### src/rtl/fx_pkg.sv
package fx_pkg;

  localparam logic [4:0] OP_LOAD  = 5'd0;
  localparam logic [4:0] OP_STORE = 5'd1;
  localparam logic [4:0] OP_ALU_LO = 5'd2;
  localparam logic [4:0] OP_CMP   = 5'd13;
  localparam logic [4:0] OP_GETST = 5'd14;
  localparam logic [4:0] OP_PUTST = 5'd15;
  localparam logic [4:0] OP_JMP   = 5'd16;
  localparam logic [4:0] OP_JLT   = 5'd17;
  localparam logic [4:0] OP_JEQ   = 5'd18;
  localparam logic [4:0] OP_JGT   = 5'd19;
  localparam logic [4:0] OP_CALL  = 5'd20;
  localparam logic [4:0] OP_RET   = 5'd21;
  localparam logic [4:0] OP_READ  = 5'd22;
  localparam logic [4:0] OP_WRITE = 5'd23;
  localparam logic [4:0] OP_HALT  = 5'd24;
  localparam logic [4:0] OP_NOOP  = 5'd25;

  // status bit positions
  localparam int ST_LT = 3;
  localparam int ST_EQ = 2;
  localparam int ST_GT = 1;

  typedef enum logic [1:0] {CL_INT, CL_MEM, CL_IO} lat_class_e;

  typedef enum logic [2:0] {S_IDLE, S_FETCH, S_LATCH, S_EXEC, S_STOP} seq_state_e;

endpackage

### src/rtl/fx_decode.sv
module fx_decode
  import fx_pkg::*;
#(
  parameter int DW = 16,
  parameter int RW = 2
) (
  input  logic [DW-1:0] ir,
  output logic [4:0]    opc,
  output logic [RW-1:0] rd,
  output logic [RW-1:0] rs,
  output logic          imm,
  output logic [7:0]    k8,
  output logic [DW-1:0] kx,
  output lat_class_e    cls,
  output logic          legal
);

  always_comb begin
    opc = ir[15:11];
    rd  = ir[10:9];
    imm = ir[8];
    rs  = ir[7:6];
    k8  = ir[7:0];
    kx  = {{(DW-8){ir[7]}}, ir[7:0]};
    legal = (opc <= OP_NOOP);
    cls = CL_INT;
    if ((opc == OP_LOAD && !imm) || opc == OP_STORE || opc == OP_CALL || opc == OP_RET)
      cls = CL_MEM;
    else if (opc == OP_READ || opc == OP_WRITE)
      cls = CL_IO;
  end

endmodule

### src/rtl/fx_regfile.sv
module fx_regfile #(
  parameter int DW   = 16,
  parameter int NREG = 4,
  localparam int SW  = $clog2(NREG)
) (
  input  logic          clk,
  input  logic          rst_n,
  input  logic          we,
  input  logic [SW-1:0] wsel,
  input  logic [DW-1:0] wdata,
  input  logic [SW-1:0] sel_a,
  input  logic [SW-1:0] sel_b,
  output logic [DW-1:0] rd_a,
  output logic [DW-1:0] rd_b
);

  logic [DW-1:0] q [NREG];

  for (genvar g = 0; g < NREG; g++) begin : g_reg
    logic en;
    assign en = we && (wsel == SW'(g));
    always_ff @(posedge clk or negedge rst_n) begin
      if (!rst_n)  q[g] <= '0;
      else if (en) q[g] <= wdata;
    end
  end

  assign rd_a = q[sel_a];
  assign rd_b = q[sel_b];

endmodule

### src/rtl/fx_ticks.sv
module fx_ticks #(
  parameter int TW = 32,
  parameter int CW = 5
) (
  input  logic          clk,
  input  logic          rst_n,
  input  logic          clr,
  input  logic          add_en,
  input  logic [CW-1:0] add_val,
  output logic [TW-1:0] ticks
);

  logic [TW-1:0] cnt_q, cnt_d;

  always_comb begin
    cnt_d = cnt_q;
    if (clr)         cnt_d = '0;
    else if (add_en) cnt_d = cnt_q + TW'(add_val);
  end

  always_ff @(posedge clk or negedge rst_n) begin
    if (!rst_n) cnt_q <= '0;
    else        cnt_q <= cnt_d;
  end

  assign ticks = cnt_q;


  tick_monotone_chk: assert property (@(posedge clk) disable iff (!rst_n)
    !clr |=> cnt_q >= $past(cnt_q));


  tick_clear_chk: assert property (@(posedge clk) disable iff (!rst_n)
    clr |=> cnt_q == '0);

endmodule

### src/rtl/fx_ctrl.sv
module fx_ctrl
  import fx_pkg::*;
#(
  parameter int DW      = 16,
  parameter int AW      = 8,
  parameter int NREG    = 4,
  parameter int TW      = 32,
  parameter int LAT_MEM = 4,
  parameter int LAT_IO  = 28
) (
  input  logic          clk,
  input  logic          rst_n,
  input  logic          start,
  input  logic [AW:0]   limit,
  output logic [AW-1:0] mem_addr,
  output logic          mem_rd,
  output logic          mem_we,
  output logic [DW-1:0] mem_wdata,
  input  logic [DW-1:0] mem_rdata,
  output logic [4:0]    alu_opc,
  output logic [DW-1:0] alu_a,
  output logic [DW-1:0] alu_b,
  output logic [DW-1:0] alu_st,
  input  logic [DW-1:0] alu_y,
  input  logic [DW-1:0] alu_st_nx,
  input  logic          io_in_valid,
  output logic          io_in_ready,
  input  logic [DW-1:0] io_in_data,
  output logic          io_out_valid,
  input  logic          io_out_ready,
  output logic [DW-1:0] io_out_data,
  output logic          stk_push,
  output logic          stk_pop,
  output logic [AW-1:0] stk_pc_out,
  input  logic [AW-1:0] stk_pc_in,
  output logic [AW-1:0] pc_o,
  output logic          running,
  output logic          halted,
  output logic          error,
  output logic [TW-1:0] tick_count
);

  localparam int RW = $clog2(NREG);
  localparam int CW = $clog2(LAT_IO + 1);
  localparam logic [CW-1:0] C_ONE = CW'(1);
  localparam logic [CW-1:0] C_MEM = CW'(LAT_MEM);
  localparam logic [CW-1:0] C_IO  = CW'(LAT_IO);

  seq_state_e     state_q, state_d;
  logic [AW-1:0]  pc_q, pc_d;
  logic [DW-1:0]  ir_q, ir_d;
  logic [DW-1:0]  sr_q, sr_d;
  logic [CW-1:0]  cnt_q, cnt_d;
  logic           iod_q, iod_d;
  logic           err_q, err_d;
  logic [AW:0]    lim_q, lim_d;

  logic [4:0]     opc;
  logic [RW-1:0]  rd, rs;
  logic           imm;
  logic [7:0]     k8;
  logic [DW-1:0]  kx;
  lat_class_e     cls;
  logic           legal;

  logic           rf_we;
  logic [DW-1:0]  rf_wd, ra, rb;
  logic [CW-1:0]  cost;
  logic           in_exec, xfer_in, xfer_out, last, retire;

  fx_decode #(.DW(DW), .RW(RW)) u_dec (
    .ir(ir_q), .opc(opc), .rd(rd), .rs(rs), .imm(imm),
    .k8(k8), .kx(kx), .cls(cls), .legal(legal)
  );

  fx_regfile #(.DW(DW), .NREG(NREG)) u_rf (
    .clk(clk), .rst_n(rst_n), .we(rf_we), .wsel(rd), .wdata(rf_wd),
    .sel_a(rd), .sel_b(rs), .rd_a(ra), .rd_b(rb)
  );

  // cost and completion of the instruction in execute
  always_comb begin
    unique case (cls)
      CL_MEM:  cost = C_MEM;
      CL_IO:   cost = C_IO;
      default: cost = C_ONE;
    endcase
    in_exec  = (state_q == S_EXEC);
    xfer_in  = in_exec && opc == OP_READ  && !iod_q && io_in_valid;
    xfer_out = in_exec && opc == OP_WRITE && !iod_q && io_out_ready;
    last     = in_exec && (cnt_q == cost - C_ONE) &&
               (cls != CL_IO || iod_q || xfer_in || xfer_out);
    retire   = last && legal;
  end

  fx_ticks #(.TW(TW), .CW(CW)) u_tk (
    .clk(clk), .rst_n(rst_n), .clr(start && !running),
    .add_en(retire), .add_val(cost), .ticks(tick_count)
  );

  // next-state
  always_comb begin
    state_d = state_q;
    pc_d    = pc_q;
    ir_d    = ir_q;
    sr_d    = sr_q;
    cnt_d   = cnt_q;
    iod_d   = iod_q;
    err_d   = err_q;
    lim_d   = lim_q;
    unique case (state_q)
      S_IDLE, S_STOP: begin
        if (start) begin
          state_d = S_FETCH;
          pc_d    = '0;
          sr_d    = '0;
          err_d   = 1'b0;
          lim_d   = limit;
        end
      end
      S_FETCH: begin
        if ({1'b0, pc_q} >= lim_q) begin
          err_d   = 1'b1;
          state_d = S_STOP;
        end else begin
          state_d = S_LATCH;
        end
      end
      S_LATCH: begin
        ir_d    = mem_rdata;
        pc_d    = pc_q + AW'(1);
        cnt_d   = '0;
        iod_d   = 1'b0;
        state_d = S_EXEC;
      end
      S_EXEC: begin
        if (xfer_in || xfer_out) iod_d = 1'b1;
        if (!legal) begin
          err_d   = 1'b1;
          state_d = S_STOP;
        end else if (!last) begin
          if (cnt_q != cost - C_ONE) cnt_d = cnt_q + C_ONE;
        end else begin
          state_d = (opc == OP_HALT) ? S_STOP : S_FETCH;
          if (opc >= OP_ALU_LO && opc <= OP_CMP) sr_d = alu_st_nx;
          if (opc == OP_PUTST) sr_d = ra;
          if (opc == OP_JMP || opc == OP_CALL ||
              (opc == OP_JLT && sr_q[ST_LT]) ||
              (opc == OP_JEQ && sr_q[ST_EQ]) ||
              (opc == OP_JGT && sr_q[ST_GT]))
            pc_d = k8;
          if (opc == OP_RET) pc_d = stk_pc_in;
        end
      end
      default: state_d = S_IDLE;
    endcase
  end

  // register file write port
  always_comb begin
    rf_we = 1'b0;
    rf_wd = alu_y;
    if (xfer_in) begin
      rf_we = 1'b1;
      rf_wd = io_in_data;
    end else if (retire) begin
      if (opc == OP_LOAD) begin
        rf_we = 1'b1;
        rf_wd = imm ? kx : mem_rdata;
      end else if (opc >= OP_ALU_LO && opc < OP_CMP) begin
        rf_we = 1'b1;
        rf_wd = alu_y;
      end else if (opc == OP_GETST) begin
        rf_we = 1'b1;
        rf_wd = sr_q;
      end
    end
  end

  // external ports
  always_comb begin
    mem_rd    = 1'b0;
    mem_we    = 1'b0;
    mem_addr  = pc_q;
    mem_wdata = ra;
    if (state_q == S_FETCH && {1'b0, pc_q} < lim_q) begin
      mem_rd = 1'b1;
    end else if (in_exec && legal && opc == OP_LOAD && !imm && cnt_q == cost - CW'(2)) begin
      mem_rd   = 1'b1;
      mem_addr = k8;
    end else if (retire && opc == OP_STORE) begin
      mem_we   = 1'b1;
      mem_addr = k8;
    end
    alu_opc      = opc;
    alu_a        = ra;
    alu_b        = imm ? kx : rb;
    alu_st       = sr_q;
    io_in_ready  = in_exec && opc == OP_READ && !iod_q;
    io_out_valid = in_exec && opc == OP_WRITE && !iod_q;
    io_out_data  = ra;
    stk_push     = retire && opc == OP_CALL;
    stk_pop      = retire && opc == OP_RET;
    stk_pc_out   = pc_q;
    pc_o         = pc_q;
    running      = (state_q != S_IDLE) && (state_q != S_STOP);
    halted       = (state_q == S_STOP);
    error        = err_q;
  end

  // registers
  always_ff @(posedge clk or negedge rst_n) begin
    if (!rst_n) begin
      state_q <= S_IDLE;
      pc_q    <= '0;
      ir_q    <= '0;
      sr_q    <= '0;
      cnt_q   <= '0;
      iod_q   <= 1'b0;
      err_q   <= 1'b0;
      lim_q   <= '0;
    end else begin
      state_q <= state_d;
      pc_q    <= pc_d;
      ir_q    <= ir_d;
      sr_q    <= sr_d;
      cnt_q   <= cnt_d;
      iod_q   <= iod_d;
      err_q   <= err_d;
      lim_q   <= lim_d;
    end
  end


  pc_step_chk: assert property (@(posedge clk) disable iff (!rst_n)
    state_q == S_LATCH |=> pc_q == $past(pc_q) + AW'(1));


  mem_excl_chk: assert property (@(posedge clk) disable iff (!rst_n)
    !(mem_rd && mem_we));


  halt_hold_chk: assert property (@(posedge clk) disable iff (!rst_n)
    halted && !start |=> halted);


  err_stop_chk: assert property (@(posedge clk) disable iff (!rst_n)
    error |-> halted);


  out_hold_chk: assert property (@(posedge clk) disable iff (!rst_n)
    io_out_valid && !io_out_ready |=> io_out_valid && $stable(io_out_data));


  stk_excl_chk: assert property (@(posedge clk) disable iff (!rst_n)
    !(stk_push && stk_pop));

endmodule

### config.mk
export PLATFORM = sky130hd
export DESIGN_NAME = fx_ctrl
export DESIGN_NICKNAME = d
export VERILOG_FILES = /design/src/rtl/fx_pkg.sv /design/src/rtl/fx_decode.sv /design/src/rtl/fx_regfile.sv /design/src/rtl/fx_ticks.sv /design/src/rtl/fx_ctrl.sv
export SDC_FILE = /design/constraint.sdc
export NUM_CORES = 1
export LEC_CHECK = 0
export CAP_MARGIN = 40
export CORE_UTILIZATION = 30
export CTS_CLUSTER_SIZE = 16
export DETAILED_ROUTE_END_ITERATION = 8
export PLACE_DENSITY = 0.61
export SYNTH_ARGS = -nofsm -noshare
export SYNTH_HDL_FRONTEND = slang
export SYNTH_SLANG_ARGS = --single-unit
export TNS_END_PERCENT = 1
### constraint.sdc
create_clock -name clk -period 2.9 [get_ports clk]
set_input_delay 0.29 -clock clk [delete_from_list [all_inputs] [get_ports clk]]
set_output_delay 0.29 -clock clk [all_outputs]
set_load 0.02 [all_outputs]
* After elaboration in Yosys (flattened, before gate mapping)
Cells that the tools add are included.
** Word-level totals
- Bits in read-only memories :: 0
- Register bits after elaboration :: 155
- Bits in latches :: 0
- Logic and storage cells :: 185
- Memories :: 0
- Output and inout bits :: 150
- RAM bits :: 0
- Bits of input ports :: 86
** Cells by class
- Div/mod/pow operators :: 0
- Reduce and logical (&&, ||, !) cells :: 61
- $mul :: 0
- Bitwise logic cells :: 2
- Add/sub/neg operators :: 5
- Multiplexer cells :: 59
- Eq/ne operators :: 37
- Shifts and indexed selects :: 0
- $lt $le $gt $ge :: 8
** Operators by type and width (count)
- 2-to-1 mux 16 bit :: 16
- binary-select mux 16 bit (select 2 bit) :: 2
- 2-to-1 mux 32 bit :: 2
- 2-to-1 mux 8 bit :: 8
- == test 5 bit (second input constant) :: 9
- adder 32 x 5 -> 32 bit :: 1
- case mux 16 bit (2 select lines) :: 1
- logical AND 1 bit :: 29
- case mux 8 bit (3 select lines) :: 1
- case mux 5 bit (2 select lines) :: 2
- 2-to-1 mux 3 bit :: 5
- 2-to-1 mux 5 bit :: 3
- 2-to-1 mux 1 bit :: 14
- logical OR 1 bit :: 12
- != test 2 bit (second input constant) :: 6
- case mux 3 bit (4 select lines) :: 1
- == test 5 x 4 -> 1 bit (second input constant) :: 2
- == test 5 bit :: 2
- AND reduction 5 bit :: 2
- >= comparator 8 x 9 -> 1 bit :: 1
- < comparator 8 x 9 -> 1 bit :: 1
- nonzero test 3 bit :: 3
- adder 8 x 1 -> 8 bit (second input constant) :: 1
- AND reduction 4 bit :: 2
- other kinds (30) :: 46

* Logic depth before layout (Yosys ltp)
Gate-level depths: netlist of run 1.
- Word-level depth :: 17
- Gate-level depth with buffers :: 12
- Depth with buffers taken out :: 10

* Cells and area by module
Synthesis of run 1 repeated with hierarchy kept, for this count alone.
** Second synthesis, totals
- Cells, all modules :: 1024
- Area, all modules :: 10228.6 µm²
** Modules (own cells, without submodules)
- fx_ctrl :: area an instance 4865.9 µm², cells each 615, sequential area each 1476.4 µm², times used 1
- fx_regfile :: area an instance 3174.3 µm², cells each 176, sequential area each 1601.5 µm², times used 1
- fx_ticks :: area an instance 1885.6 µm², cells each 192, sequential area each 800.8 µm², times used 1
- fx_decode :: area an instance 302.8 µm², cells each 41, sequential area each 0.0 µm², times used 1

* Least setup slack after synthesis of run 1
Ideal clock, no wire load.
- Kind :: register to register
- Start :: register ir_q[14]
- End :: register u_tk.cnt_q[6] (netlist: u_tk.ticks[6])
- Stages on the path, launching flop included :: 13
- Arrival :: 2.775 ns
- Setup slack :: -0.007 ns
- Clock period less this slack :: 2.907 ns
- Cell sequence :: dfrtp_1 > or2_0 > buf_4 > o41a_4 > ha_1 > ha_1 > a21o_1 > a21o_1 > maj3_1 > nand4_1 > buf_2 > xnor2_1 > nor2_1
** Between the ends
- Longest elaborated chain between the ends :: 14
- Elaborated cells between the ends (all ways) :: 36
** RTL lines
- start: declaration :: line fx_ctrl.sv:51 : logic [DW-1:0] ir_q, ir_d;
- start signal: assignment :: line fx_ctrl.sv:225 : ir_q <= ir_d;
- parallel branches: the longest is 14 deep, another holds adder 32 x 5 -> 32 bit
- end signal: assignment :: line fx_ticks.sv:23 : else cnt_q <= cnt_d;
- end: declaration :: line fx_ticks.sv:13 : logic [TW-1:0] cnt_q, cnt_d;
Parallel ways; which one is timed is not known. The select of a mux whose other input is x is not followed.
A chain may end at the register's enable or synchronous reset.

* Final worst setup path of run 1
- Start :: register ir_q[12]
- End :: output mem_addr[0]
** Between the ends
- Longest elaborated chain between the ends :: 17
- Elaborated cells between the ends (all ways) :: 42
** RTL lines
- logical NOT 5 bit :: line fx_decode.sv:27, fx_ctrl.sv:188
- logical AND 1 bit :: line fx_decode.sv:27 : if ((opc == OP_LOAD && !imm) || opc == OP_STORE || opc == OP_CALL || opc == OP_RET)
- logical OR 1 bit (3 in a row) :: line fx_decode.sv:27
- 2-to-1 mux 2 bit :: line fx_decode.sv:27
- == test 2 bit / == test 2 x 1 -> 1 bit (equally long branches) :: line fx_ctrl.sv:83 : unique case (cls)
- case mux 5 bit (2 select lines) :: line fx_ctrl.sv:83
- subtractor 5 x 1 -> 5 bit :: line fx_ctrl.sv:91 : last = in_exec && (cnt_q == cost - C_ONE) &&
- == test 5 bit :: line fx_ctrl.sv:91
- logical AND 1 bit (2 in a row) :: line fx_ctrl.sv:91
- logical AND 1 bit :: line fx_ctrl.sv:93 : retire = last && legal;
- logical AND 1 bit :: line fx_ctrl.sv:191 : end else if (retire && opc == OP_STORE) begin
- 2-to-1 mux 8 bit :: line fx_ctrl.sv:191
- 2-to-1 mux 8 bit (*) :: line fx_ctrl.sv:188 : end else if (in_exec && legal && opc == OP_LOAD && !imm && cnt_q == cost - CW'(2)) begin
- 2-to-1 mux 8 bit (*) :: line fx_ctrl.sv:186 : if (state_q == S_FETCH && {1'b0, pc_q} < lim_q) begin
- end: declaration :: line fx_ctrl.sv:15 : output logic [AW-1:0] mem_addr,
Every way passes the cells marked *; elsewhere a longest branch is shown, timed or not.

==> flow_metrics.env, run 1 <==
export IMPL_yosysWarnings=0
export IMPL_cts_sinks=155
export IMPL_worst_pin_slew_ns=0.681
export IMPL_final_setup_tns_ns=-0.482
export IMPL_tritoncts="done"
export IMPL_ir_drop_uv=881
export IMPL_wl_per_cell_microns=20.4
export IMPL_rows=65
export IMPL_cts_htree_levels=4
export IMPL_drcViolationCount=0
export IMPL_most_common_layout_cells="clkdlybuf4s50_1, o21ai_0, dfrtp_1"
export IMPL_insertion_delay_ns=0.45
export IMPL_start_util_pct=30.7
export IMPL_grt_max_degree=65
export IMPL_die_area_sq_um=33200
export IMPL_violations="setup timing"
export IMPL_hold_path_class="in2async"
export IMPL_grt_pass1_vias=9145
export IMPL_crit_type="reg2out"
export IMPL_cts_max_path_buffers=2
export IMPL_overflow=0
export IMPL_ys_dominant_reg_cell="dfrtp_1"
export IMPL_area_growth_pct=37.0
export IMPL_leakage_nw=5.41
export IMPL_yosysUniqueCellTypes=71
export IMPL_arrival_ns=2.68
export IMPL_nets=1379
export IMPL_grt_use_total_pct=20.9
export IMPL_setup_viol=8
export IMPL_crit_path_start_kind="flop"
export IMPL_synth_edf_count=0
export IMPL_io_buffers=235
export IMPL_core_sq_um=31700
export IMPL_grt_pass1_wl_microns=53500
export IMPL_numCtsBuffers=17
export IMPL_period_share_pct=102
export IMPL_routabilityCongestion=0.895
export IMPL_layout_commonest_cell="clkdlybuf4s50_1"
export IMPL_finish_utilization_pct=42.1
export IMPL_seq_area_frac_synth_pct=39.8
export IMPL_ys_seq_elements=155
export IMPL_dp_final_hpwl_microns=24700
export IMPL_maxCapViolations=0
export IMPL_dr_pass1_iters=7
export IMPL_antennaDiodeCount=0
export IMPL_antenna_found_initial=0
export IMPL_place_inst=1653
export IMPL_avgSynthCellArea_sq_um=9.21
export IMPL_setup_slack_ns=-0.0712
export IMPL_async_reset_ff_share_pct=100
export IMPL_fmax_mhz=337
export IMPL_synth_area_sq_um=9740
export IMPL_finalCriticalPeriod_ns=2.97
export IMPL_stdcell_count=1694
export IMPL_drive_above_1_share_pct=15.4
export IMPL_fill_cells=3104
export IMPL_die_y_microns=182
export IMPL_clock_skew_ns=0.0264
export IMPL_drt_iter0_drc=919
export IMPL_die_x_microns=182
export IMPL_report_final_slew_viol_count=0
export IMPL_ctsRootBufferMaster="clkbuf_16"
export IMPL_place_area_sq_um=12600
export IMPL_end_kind="output port"
export IMPL_hold_viol_final=0
export IMPL_critPathMaxFanout=8
export IMPL_required_ns=2.61
export IMPL_clk_pin_slew_worst_paths_ns=0.07
export IMPL_status="complete, but fails checks"
export IMPL_rsz0062_at_grt="true"
export IMPL_drtAntennaViolNets=0
export IMPL_slew_headroom_pct=54.1
export IMPL_power_density_nw_per_um2=1200
export IMPL_r2r_cells=12
export IMPL_syn_nets=1158
export IMPL_synthCells=1058
export IMPL_fin_area_sq_um=13400
export IMPL_routed_wl_microns=34600
export IMPL_holdWs_ns=0.351
export IMPL_vias=9341
export IMPL_vias_per_cell=5.51
export IMPL_ios=236
final timing paths:
kind	from	endpoint	slack [ns]
min in group clk	limit[5]	lim_q[5]$_DFFE_PN0P_	0.41
min	rst_n	u_tk.ticks[13]$_DFFE_PN0P_	0.35
max in group asynchronous	rst_n	u_rf.q[42]$_DFFE_PN0P_	1.71
min reg2reg	alu_st[13]$_DFFE_PN0P_	alu_st[13]$_DFFE_PN0P_	0.52
max reg2reg	ir_q[14]$_DFFE_PN0P_	u_tk.ticks[30]$_DFFE_PN0P_	0.06
max	ir_q[12]$_DFFE_PN0P_	mem_addr[0]	-0.07
cells by family after synthesis:
group	synth area share (%)
multiplexers	12.9
AO/OA/AOI/OAI	20.4
AND/OR/NAND/NOR	16.4
flip-flops	39.8
XOR/XNOR	0.809
buffers and inverters	7.81
adder cells (fa/ha/maj)	1.90
synth_stat cells (all sizes together), types with 12 or more instances:
cell type,number,area (sq um)
mux2,12,169
nand4,13,81.3
buf,72,490
ha,14,175
nand3,28,140
or3,21,131
mux2i,37,387
mux4,31,698
nand2,129,484
o21ai,212,1060
inv,25,93.8
a21oi,39,206
o31ai,21,158
dfrtp,155,3880
nand2b,18,113
clkbuf,44,173
nor2,46,175
o22ai,12,75.1
nor3,20,121
state kept, by name, indices dropped and copies added (netlist names):
register,count
ir_q,16
alu_st,16
cnt_q,5
lim_q,9
u_rf.q,64
iod_q,1
u_tk.ticks,32
error,1
state_q,3
pc_o,8
metal layers:
layer | vias up | GRT usage [%] | share of wire (%)
met1 | 4654 | 27.7 | 43
met4 | 0 | 5.75 | 1.4
met5 | - | 0 | 0
met2 | 367 | 34.3 | 48
li1 | 4281 | - | -
met3 | 39 | 4.81 | 7.1
critical path, cell delays in order (launching register included):
cell and delay [ns]:
dfrtp_1 0.38, buf_6 0.12, and4b_2 0.27, mux2i_2 0.16, or3_4 0.40, nor3_4 0.25
a21oi_4 0.06, buf_12 0.16, mux2_4 0.31, buf_6 0.13
what timing repair did:
item / 4_1_cts / 5_1_grt
pin swaps: 1 / 5
setup buffers: 1 / 6
cloned: 0 / 1
endpoints found under the hold margin: 44 / 0
endpoints found under the setup margin: 19 / 26
hold buffers: 1 / 0
resized for setup: 41 / 26
through the flow:
stage          setup WS, ns  power (mW)
6_report            -0.0712        16.1
5_1_grt              -0.136        17.0
4_1_cts              -0.154        16.0
3_5_place_dp         -0.152        13.6
3_3_place_gp         -0.128        13.4
2_1_floorplan        0.0249        9.70
area by class of cell:
type                       count  area (sq um)  area share, %
timing repair buffer         317          3060           22.9
sequential                   155          3880           29.1
clock inverter                15           215           1.61
multi-input combinational    762          5170           38.7
tap                          402           503           3.77
inverter                      26          97.6          0.731
clock buffer                  17           425           3.19
report_power, final:
part | switching [mW] | total, mW | internal (mW) | leakage, nW
combinational | 5.51 | 9.87 | 4.36 | 3.08
clock | 1.14 | 2.40 | 1.27 | 0.310
sequential | 0.820 | 3.80 | 2.98 | 2.03
total | 7.47 | 16.1 | 8.61 | 5.41
Note: power is estimated with default switching activity, not from simulation.
==> inputs of run 2 (changes only) <==
CELL_PAD_IN_SITES_DETAIL_PLACEMENT = 2   (was unset)
CELL_PAD_IN_SITES_GLOBAL_PLACEMENT = 2   (was unset)
CORE_UTILIZATION = 27   (was 30)
PLACE_DENSITY = 0.82   (was 0.61)
==> run 2 against run 1 <==
Against the previous run:
- the run still ends with setup timing left
- non-clock buffer count is 19 higher
- largest cell class unchanged
- die area is 11% higher
- total power increased by 6.1%
- combinational power is 7% higher
- utilization is 3.7 points lower
- global-route usage grew 3.8 points
- cell count increased by 4.6%
- sequential share of layout area is 0.63 points lower
==> flow_metrics.env, run 2 (synthesized netlist as in run 1, its figures left out) <==
export IMPL_hold_start="limit[0]"
export IMPL_status="complete, but fails checks"
export IMPL_clk_pin_slew_worst_paths_ns=0.07
export IMPL_cts_max_path_buffers=2
export IMPL_end_kind="output port"
export IMPL_numCtsBuffers=17
export IMPL_power_density_nw_per_um2=1250
export IMPL_vias_per_cell=5.57
export IMPL_drtAntennaViolNets=0
export IMPL_setup_viol=15
export IMPL_dp_final_hpwl_microns=31000
export IMPL_tritoncts="done"
export IMPL_most_common_layout_cells="clkdlybuf4s50_1, o21ai_0, dfrtp_1"
export IMPL_crit_type="reg2out"
export IMPL_grt_max_degree=77
export IMPL_fill_cells=3892
export IMPL_maxCapViolations=0
export IMPL_wl_per_cell_microns=25.3
export IMPL_slew_headroom_pct=42.8
export IMPL_report_final_slew_viol_count=0
export IMPL_multi_input_area_sq_um=5240
export IMPL_finish_utilization_pct=38.4
export IMPL_critPathMaxFanout=8
export IMPL_ir_drop_uv=704
export IMPL_required_ns=2.61
export IMPL_arrival_ns=2.76
export IMPL_start_util_pct=27.4
export IMPL_overflow=0
export IMPL_finalCriticalPeriod_ns=3.05
export IMPL_min_to="lim_q[0]$_DFFE_PN0P_"
export IMPL_die_x_microns=192
export IMPL_rsz0062_at_grt="true"
export IMPL_top_register="u_rf.q"
export IMPL_worst_pin_slew_ns=0.858
export IMPL_die_y_microns=192
export IMPL_ctsRootBufferMaster="clkbuf_16"
export IMPL_antenna_found_initial=1
export IMPL_cts_sinks=155
export IMPL_largest_reg_flops=64
export IMPL_crit_path_start_kind="flop"
export IMPL_area_growth_pct=40.1
export IMPL_hold_viol_final=0
export IMPL_final_setup_tns_ns=-1.59
export IMPL_vias=9867
export IMPL_drcViolationCount=0
export IMPL_leakage_nw=5.53
export IMPL_grt_pass1_vias=11028
export IMPL_nets=1398
export IMPL_grt_use_total_pct=24.7
export IMPL_regArea_sq_um=3880
export IMPL_routed_wl_microns=44800
export IMPL_violations="setup timing"
export IMPL_grt_pass1_wl_microns=67900
export IMPL_hold_path_class="in2reg"
export IMPL_regToRegEndpoint="u_tk.ticks[22]$_DFFE_PN0P_"
export IMPL_dr_pass1_iters=5
export IMPL_holdWs_ns=0.387
export IMPL_routabilityCongestion=0.869
export IMPL_clock_skew_ns=0.0105
export IMPL_core_sq_um=35600
export IMPL_drt_iter0_drc=752
export IMPL_r2r_slack_ns=-0.12
export IMPL_insertion_delay_ns=0.46
export IMPL_ios=236
export IMPL_setup_slack_ns=-0.152
export IMPL_timing_rr_start="ir_q[14]$_DFFE_PN0P_"
export IMPL_cts_htree_levels=4
export IMPL_io_buffers=235
export IMPL_period_share_pct=105
export IMPL_hold_path_depth=3
export IMPL_die_area_sq_um=36800
export IMPL_layout_commonest_cell="clkdlybuf4s50_1"
export IMPL_drive_above_1_share_pct=17.8
export IMPL_r2r_cells=13
export IMPL_fmax_mhz=328
export IMPL_rows=69
==> run 2: changes by cell type in the layout (fill, tap and decap cells not counted), sizes merged <==
cell and delta:
clkinv -1, clkinvlp +1, inv -6, buf +19, diode +1, bufinv +3, clkdlybuf4s50 -2, dlygate4sd2 +2
clkbuf +2
==> run 2: report_power, final <==
part	internal [mW]	switching, mW	leakage [nW]	total (mW)
clock network	1.47	1.06	0.304	2.53
registers	2.98	0.887	2.02	3.87
logic	4.54	6.10	3.20	10.6
==> run 2: routing by layer <==
| layer | GRT usage, % | share of wire, % | vias to the layer above |
|---|---|---|---|
| li1 | - | - | 4304 |
| met2 | 43.4 | 51 | 301 |
| met3 | 3.36 | 4.0 | 79 |
| met4 | 9.68 | 2.9 | 0 |
| met5 | 0 | 0 | - |
| met1 | 30.4 | 42 | 5183 |
==> run 2: worst max path at each step <==
stage / start / endpoint / cells past startpoint
after CTS: ir_q[14]$_DFFE_PN0P_ / mem_addr[2] / 8
final: ir_q[12]$_DFFE_PN0P_ / mem_addr[2] / 9
after detailed placement: io_in_valid / mem_addr[4] / 8
after global placement: io_in_valid / mem_addr[1] / 8
after floorplan: ir_q[14]$_DFFE_PN0P_ / u_tk.ticks[6]$_DFFE_PN0P_ / 12
after global routing: ir_q[14]$_DFFE_PN0P_ / u_tk.ticks[22]$_DFFE_PN0P_ / 13
==> run 2: repair_timing <==
action / CTS / global route
cloned: 1 / 1
setup buffers: 5 / 4
pin swaps: 11 / 6
gates resized for setup: 88 / 39
endpoints found under the hold margin: 73 / 0
hold buffers: 1 / 0
setup endpoints to repair: 34 / 100
==> run 2: worst max-delay path, cell delays in order (launching register included) <==
cell and delay (ns):
dfrtp_1 0.39, or2_4 0.26, o41a_4 0.40, buf_12 0.15, mux2i_4 0.19, nor3_4 0.24, a21oi_4 0.06, buf_12 0.16
mux2_4 0.31, buf_6 0.13
==> run 2: stage by stage <==
step	setup slack [ns]	cell area [sq um]	cells	total power, mW
finish	-0.152	13600	1772	17.0
global placement	-0.201	12800	1728	13.6
detailed placement	-0.310	12800	1728	14.0
floorplan	0.0249	9740	1058	9.70
CTS	-0.169	13500	1766	16.9
global route	-0.223	13600	1772	17.9
==> run 2: cell type report <==
class                           count  area share (%)
Clock buffer                       19            3.25
Antenna cell                        1          0.0183
Timing Repair Buffer              336            23.6
Tap cell                          461            4.23
Inverter                           26           0.715
Sequential cell                   155            28.4
Multi-Input combinational cell    762            38.4
Clock inverter                     12            1.38
